[src/rtl/lfsr_ivl_pkg.sv]
package lfsr_ivl_pkg;
  // Strobes from control to datapath; at most one acts per cycle (load wins)
  typedef struct packed {
    logic load;
    logic step;
    logic reload;
  } ivlStrobe_t;
endpackage

[src/rtl/lfsr_ivl_dp.sv]
module lfsr_ivl_dp
  import lfsr_ivl_pkg::*;
#(
  parameter int unsigned STATE_W = 11,
  parameter logic [STATE_W-1:0] TAP_MASK = 11'h500
) (
  input  logic               clk,
  input  logic               rstN,
  input  ivlStrobe_t         strobe,
  input  logic [STATE_W-1:0] loadVal,
  output logic               atTerm,
  output logic               isZero
);
  localparam logic [STATE_W-1:0] TERM_STATE = {STATE_W{1'b1}};

  logic [STATE_W-1:0] stateQ;
  logic [STATE_W-1:0] reloadQ;
  logic [STATE_W-1:0] stateNext;

  // Galois step: shift right, fold the outgoing bit into the tap positions
  for (genvar b = 0; b < STATE_W; b++) begin : g_step
    if (b == STATE_W - 1) begin : g_top
      assign stateNext[b] = TAP_MASK[b] & stateQ[0];
    end else begin : g_mid
      assign stateNext[b] = stateQ[b+1] ^ (TAP_MASK[b] & stateQ[0]);
    end
  end

  always_ff @(posedge clk) begin
    if (!rstN) begin
      stateQ  <= '0;
      reloadQ <= '0;
    end else if (strobe.load) begin
      stateQ  <= loadVal;
      reloadQ <= loadVal;
    end else if (strobe.reload) begin
      stateQ  <= reloadQ;
    end else if (strobe.step) begin
      stateQ  <= stateNext;
    end
  end

  assign atTerm = (stateQ == TERM_STATE);
  assign isZero = (stateQ == '0);

  // stepping never falls into the lock-up state
  p_step_nonzero_r2: assert property (@(posedge clk) disable iff (!rstN)
    (strobe.step && !strobe.load && !isZero) |=> !isZero);

  // a terminal reload restores the programmed state
  p_reload_restores_r4: assert property (@(posedge clk) disable iff (!rstN)
    (strobe.reload && !strobe.load) |=> (stateQ == $past(reloadQ)));

  // with no strobe the state is frozen
  p_hold_idle_r6: assert property (@(posedge clk) disable iff (!rstN)
    (!strobe.load && !strobe.step && !strobe.reload) |=> $stable(stateQ));

  // the zero state stays put until a new load
  p_zero_sticks_r7: assert property (@(posedge clk) disable iff (!rstN)
    (isZero && !strobe.load) |=> isZero);
endmodule

[src/rtl/lfsr_ivl_ctrl.sv]
module lfsr_ivl_ctrl
  import lfsr_ivl_pkg::*;
(
  input  logic       clk,
  input  logic       rstN,
  input  logic       loadStb,
  input  logic       tickEn,
  input  logic       atTerm,
  input  logic       isZero,
  output ivlStrobe_t strobe,
  output logic       tcPulse
);
  always_comb begin
    strobe.load   = loadStb;
    strobe.reload = !loadStb && tickEn && atTerm;
    strobe.step   = !loadStb && tickEn && !atTerm && !isZero;
  end

  always_ff @(posedge clk) begin
    if (!rstN) tcPulse <= 1'b0;
    else       tcPulse <= strobe.reload;
  end

  // a load cycle never ends an interval
  p_load_quiet_r8: assert property (@(posedge clk) disable iff (!rstN)
    loadStb |=> !tcPulse);

  // a stopped counter never pulses
  p_idle_silent_r7: assert property (@(posedge clk) disable iff (!rstN)
    (isZero && !loadStb) |=> !tcPulse);

  // no tick, no pulse
  p_no_tick_no_pulse_r6: assert property (@(posedge clk) disable iff (!rstN)
    !tickEn |=> !tcPulse);

  // step and reload are mutually exclusive
  p_strobe_excl_r2: assert property (@(posedge clk) disable iff (!rstN)
    !(strobe.step && strobe.reload));
endmodule

[src/rtl/lfsr_interval_counter.sv]
module lfsr_interval_counter
  import lfsr_ivl_pkg::*;
#(
  parameter int unsigned STATE_W = 11,
  parameter logic [STATE_W-1:0] TAP_MASK = 11'h500
) (
  input  logic               clk,
  input  logic               rstN,
  input  logic               loadStb,
  input  logic [STATE_W-1:0] loadVal,
  input  logic               tickEn,
  output logic               tcPulse
);
  ivlStrobe_t strobe;
  logic       atTerm;
  logic       isZero;

  lfsr_ivl_ctrl u_ctrl (
    .clk     (clk),
    .rstN    (rstN),
    .loadStb (loadStb),
    .tickEn  (tickEn),
    .atTerm  (atTerm),
    .isZero  (isZero),
    .strobe  (strobe),
    .tcPulse (tcPulse)
  );

  lfsr_ivl_dp #(
    .STATE_W  (STATE_W),
    .TAP_MASK (TAP_MASK)
  ) u_dp (
    .clk     (clk),
    .rstN    (rstN),
    .strobe  (strobe),
    .loadVal (loadVal),
    .atTerm  (atTerm),
    .isZero  (isZero)
  );

  // output quiet in the cycle after reset
  p_reset_quiet_r1: assert property (@(posedge clk)
    !rstN |=> !tcPulse);
endmodule

[config.mk]
export PLATFORM = sky130hd
export DESIGN_NAME = lfsr_interval_counter
export DESIGN_NICKNAME = d
export VERILOG_FILES = /design/src/rtl/lfsr_ivl_pkg.sv /design/src/rtl/lfsr_ivl_dp.sv /design/src/rtl/lfsr_ivl_ctrl.sv /design/src/rtl/lfsr_interval_counter.sv
export SDC_FILE = /design/constraint.sdc
export NUM_CORES = 1
export LEC_CHECK = 0
export BUFFER_PORTS_ARGS = -buffer_cell sky130_fd_sc_hd__buf_2
export CAP_MARGIN = 15
export CORE_ASPECT_RATIO = 0.75
export CORE_MARGIN = 2
export CORE_UTILIZATION = 60
export DETAILED_ROUTE_END_ITERATION = 7
export PLACE_DENSITY = 0.83
export SETUP_SLACK_MARGIN = 0.15
export SYNTH_ARGS = -nofsm -noshare
export SYNTH_HDL_FRONTEND = slang
export SYNTH_SLANG_ARGS = --single-unit
[constraint.sdc]
create_clock -name clk -period 2.5 [get_ports clk]
set_input_delay 0.25 -clock clk [delete_from_list [all_inputs] [get_ports clk]]
set_output_delay 0.25 -clock clk [all_outputs]
set_load 0.02 [all_outputs]
# Word level (Yosys, flattened, before mapping)

Index checks and enable logic that the tools add are counted.
Widths: inputs -> output; s select.

Word-level logic and storage cells: 17
Input bits: 15
Register bits after elaboration: 23

Multiplexer cells: 3
Bitwise operators: 1
Reduce and logical (&&, ||, !) cells: 9
Equal/unequal tests: 1

Operators by type and width:

| cell                 | count |
|---|---|
| $mux 11              | 3 |
| $eq 11x11->1 const B | 1 |
| $logic_not 11->1     | 1 |
| $logic_and 1x1->1    | 4 |
| $logic_not 1->1      | 3 |
| $reduce_bool 3->1    | 1 |
| $xor 1x1->1          | 1 |

# Logic depth before layout (Yosys ltp)

Depth after elaboration: 7
Depth in mapped cells: 6
Gate-level depth less buffers: 4

# Modules after synthesis

From an unflattened synthesis, not the netlist that was laid out.

Cells, all modules: 135
Area total of the unflattened synthesis: 1124.8 µm²

Modules (own cells, without submodules):

| module        | times used | area each (µm²) | cells an instance |
|---|---|---|---|
| lfsr_ivl_dp   | 1          | 1063.5          | 130 |
| lfsr_ivl_ctrl | 1          | 61.3            | 5 |

# Worst setup path before layout

No wires, ideal clock.

Kind: in2reg
Start: input port loadStb
End: register u_dp.stateQ[0]
Library setup time: 0.117 ns
Stages: 5
Arrival time: 1.582 ns
Slack: 0.801 ns
Cells stage by stage: buf_6 -> or4_4 -> o31ai_4 -> nor3b_1 -> a32o_1

Cells in the longest elaborated chain, start to end: 5
Elaborated cells on any way between the ends: 8
Those cells by class: 2 x mux; 6 x reduce/logical

Ends and longest elaborated chain:

| what                                                | line                                     | RTL |
|---|---|---|
| start: declaration                                  | lfsr_interval_counter.sv:9               | `input logic loadStb,` |
| $logic_not 1->1                                     | lfsr_ivl_ctrl.sv:15, lfsr_ivl_ctrl.sv:16 |  |
| $logic_and 1x1->1                                   | lfsr_ivl_ctrl.sv:15, lfsr_ivl_ctrl.sv:16 |  |
| $logic_and 1x1->1 (on tied branches)                | lfsr_ivl_ctrl.sv:15, lfsr_ivl_ctrl.sv:16 |  |
| $mux 11 / $logic_and 1x1->1 (equally long branches) | lfsr_ivl_dp.sv:36, lfsr_ivl_ctrl.sv:16   |  |
| $mux 11 / $reduce_bool 3->1 (equally long branches) | n/a                                      |  |
| end signal: assignment                              | lfsr_ivl_dp.sv:34                        | `stateQ <= loadVal;` |
| end signal: assignment                              | lfsr_ivl_dp.sv:37                        | `stateQ <= reloadQ;` |
| end signal: assignment                              | lfsr_ivl_dp.sv:39                        | `stateQ <= stateNext;` |
| end: declaration                                    | lfsr_ivl_dp.sv:16                        | `logic [STATE_W-1:0] stateQ;` |

Parallel ways exist; a longest one is shown, timed or not.
A chain may end at the register's enable or synchronous reset.

# Worst setup path after layout

Start: register u_dp.stateQ[1]
End: register u_dp.stateQ[9]

Cells in the longest elaborated chain, start to end: 5
Elaborated cells on any way between the ends: 10
Those cells by class: 1 x eq/ne; 2 x mux; 7 x reduce/logical

Ends and longest elaborated chain:

| what                               | line                | RTL |
|---|---|---|
| $eq 11x11->1                       | lfsr_ivl_dp.sv:43   | `assign atTerm = (stateQ == TERM_STATE);` |
| $logic_not 1->1                    | lfsr_ivl_ctrl.sv:16 | `strobe.step = !loadStb && tickEn && !atTerm && !isZero;` |
| $logic_and 1x1->1 (2 in series)    | lfsr_ivl_ctrl.sv:16 |  |
| $reduce_bool 3->1 (no source line) | n/a                 |  |

Parallel ways exist; a longest one is shown, timed or not.

==> reports/results.txt <==
Worst slew margin: 62.1%
Post-CTS Setup Bufs: 0
clock share of power: 25.3%
Ports: 16
Root Buffer: clkbuf_4
CP Max Fanout: 13
Final Power: 0.733 mW
diode count: 0
Synth warnings: 0
final period demand of the worst path: 2010 ps
final setup vio count: 0
top-count cell post-synth: dfxtp_1
first-pass GRT wire length: 4000 um
vias per inst: 6.29
DR WL/cell: 15.6 um
initial antenna violation count: 0
Post-Route Utilization: 71.4%
Avg Inst Size Synth: 10.1 um^2
status: finished, final reports clean
Setup TNS Final: 0 ps
Starting DRT DRC Count: 28
commonest cells in the netlist: dfxtp_1 (23), mux2i_1 (16), nor2b_1 (10), clkbuf_1 (7), nor3b_1 (7)
worst slew pin tran: 568 ps
CP Class: reg -> reg
Post-Syn Nets: 133
Internal: 0.519 mW
die area: 2360 um^2
Clk Latency, worst-skew pair: 330 ps
final hold violations: 0
Post-DP HPWL: 1650 um
Core ar.: 1810 um^2
Post-Syn Instances: 118
Sw Share: 29.2%
CP cell instances: or4_1 -> o31ai_4 -> buf_4 -> nand3_1 -> o31ai_1
overall die width: 55.5 um
Synth area leader: dfxtp_1
grt total ovfl: 0
Setup Skew: 15.8 ps
Max Root-Sink Buffers: 2
Pre-antenna DRT Iters: 4
register area: 460 um^2
Worst path slowest cell: or4_1
H-tree levels: 1
Layout Nets: 146
Initial Util: 66.0%
P&R area growth vs syn: 8.30%
worst vdd ir: 0.000527 V
Leakage: 0.516 nW
cell area after synthesis: 1190 um^2
RSZ-0062 raised after global routing: no
Multi-input gate area: 678 um^2
maxcap violations: 0
IO buf count: 15
final instance area: 1290 um^2
total CTS buffers: 3
WHS: 188 ps
Critical Path End Type: register
Peak Freq: 0.497 GHz
count of final max-slew check failures: 0
Rows: 13
Psw: 0.214 mW
fraction of layout cells with a size suffix above 1: 20.8%
hold buffer count at CTS: 0
antenna-violating nets left: 0
vias in the first global route: 872
Power Density: 568 nW/um^2
Via Count: 956
Sequential Power Share: 56.9%
CP peak stage delay: 590 ps
sequential share of the synthesized area: 38.7%
post-synth top area share: 38.7%
# DRC: 0
FILL cells: 148
Gate power share: 17.7%
clock sinks: 23
CTS resizes: 0
worst path required time: 2740 ps
dominant cells by area after synthesis: dfxtp_1 (39%), mux2i_1 (13%), nor2b_1 (5.3%), a32o_1 (5.0%), nor3b_1 (4.4%)
Unique masters post-synth: 30
Worst-path clk slew: 140 ps
fin crit share: 80.6%
GRT Util Overall: 21.8%
placed cell areas: 1260 um^2
worst path arrival time: 2250 ps
FF+latch count, synth: 23
DIE HEIGHT: 42.6 um
largest net degree at the start of global routing: 34
crit path launch type: register
GPL Wtd Cong: 0.845
CTS tree: yes
final WL: 2380 um
Post-synth EDFFs: 0
Async S/R FF share, synth: 0%
Primary FF master, synth: dfxtp_1
class of the worst hold path: in -> reg
-- layer usage --
layer | share of wire (%) | up-vias | GRT usage (%)
met3 | 2.9 | 5 | 5.56
met1 | 49 | 465 | 28.1
li1 | - | 473 | -
met5 | 0 | - | 0
met4 | 1.7 | 0 | 10.2
met2 | 46 | 13 | 34.5
-- critical path, delay by kind of cell, from the launching register on --
| family | cells | cell delay (ps) |
|---|---|---|
| buf+inv | 1 | 250 |
| compound gates | 2 | 640 |
| simple gates | 2 | 670 |
| flops | 1 | 360 |
-- worst paths after layout --
path	startpoint	endpoint	slack (ps)	cells after the start
worst min register to register	u_dp.stateQ[10]	u_dp.stateQ[10]	500	2
worst max register to register	u_dp.stateQ[1]	u_dp.stateQ[9]	490	5
worst min-delay path	loadVal[8]	u_dp.reloadQ[8]	190	3
worst max-delay path	u_dp.stateQ[1]	u_dp.stateQ[9]	490	5
-- logic make-up (layout without fill, tap and decap cells) --
kind of cell / after synthesis / after routing / share of synthesized area (%)
AO/OA/AOI/OAI: 25 / 25 / 19.0
multiplexers: 19 / 19 / 16.3
XOR/XNOR: 1 / 1 / 0.735
flip-flops: 23 / 23 / 38.7
buffers and inverters: 10 / 22 / 4.41
AND/OR/NAND/NOR: 40 / 40 / 20.9
-- power groups by stage --
stage,combinational (mW),sequential [mW],clock (mW)
2_1_floorplan,0.103,0.416,0
3_3_place_gp,0.125,0.423,0
3_5_place_dp,0.129,0.424,0
4_1_cts,0.130,0.416,0.190
5_1_grt,0.144,0.420,0.205
6_report,0.130,0.417,0.185
-- stage by stage --
step,std cells,setup WS [ps]
2_1_floorplan,118,801
3_3_place_gp,148,592
3_5_place_dp,148,530
4_1_cts,152,504
5_1_grt,152,405
6_report,152,486
-- registers in the layout, indices dropped and copies added (netlist names) --
register,flops
u_dp.stateQ,11
u_dp.reloadQ,11
u_ctrl.tcPulse,1
-- placed cells by master (no fill, tap or decap), types with 2 or more instances in the layout --
cell and count:
and3_1 3, nor3b_1 7, and4_1 2, o31ai_1 3, buf_2 15, nor2_1 2, or4_1 2, nand3_1 4
or3_1 2, clkbuf_4 3, a211oi_1 3, nor2b_1 10, dfxtp_1 23, buf_4 2, mux2_2 3, a211o_1 6
mux2i_1 16, a32o_1 6, nand2_1 5
-- cell type report --
| cell class | instances | area share [%] |
|---|---|---|
| Clock buffer | 3 | 1.75 |
| Clock inverter | 1 | 0.582 |
| Inverter | 1 | 0.291 |
| Multi-Input combinational cell | 85 | 52.6 |
| Sequential cell | 23 | 35.7 |
| Tap cell | 22 | 2.13 |
| Timing Repair Buffer | 17 | 6.98 |
Power figures use the tool's default switching activity.
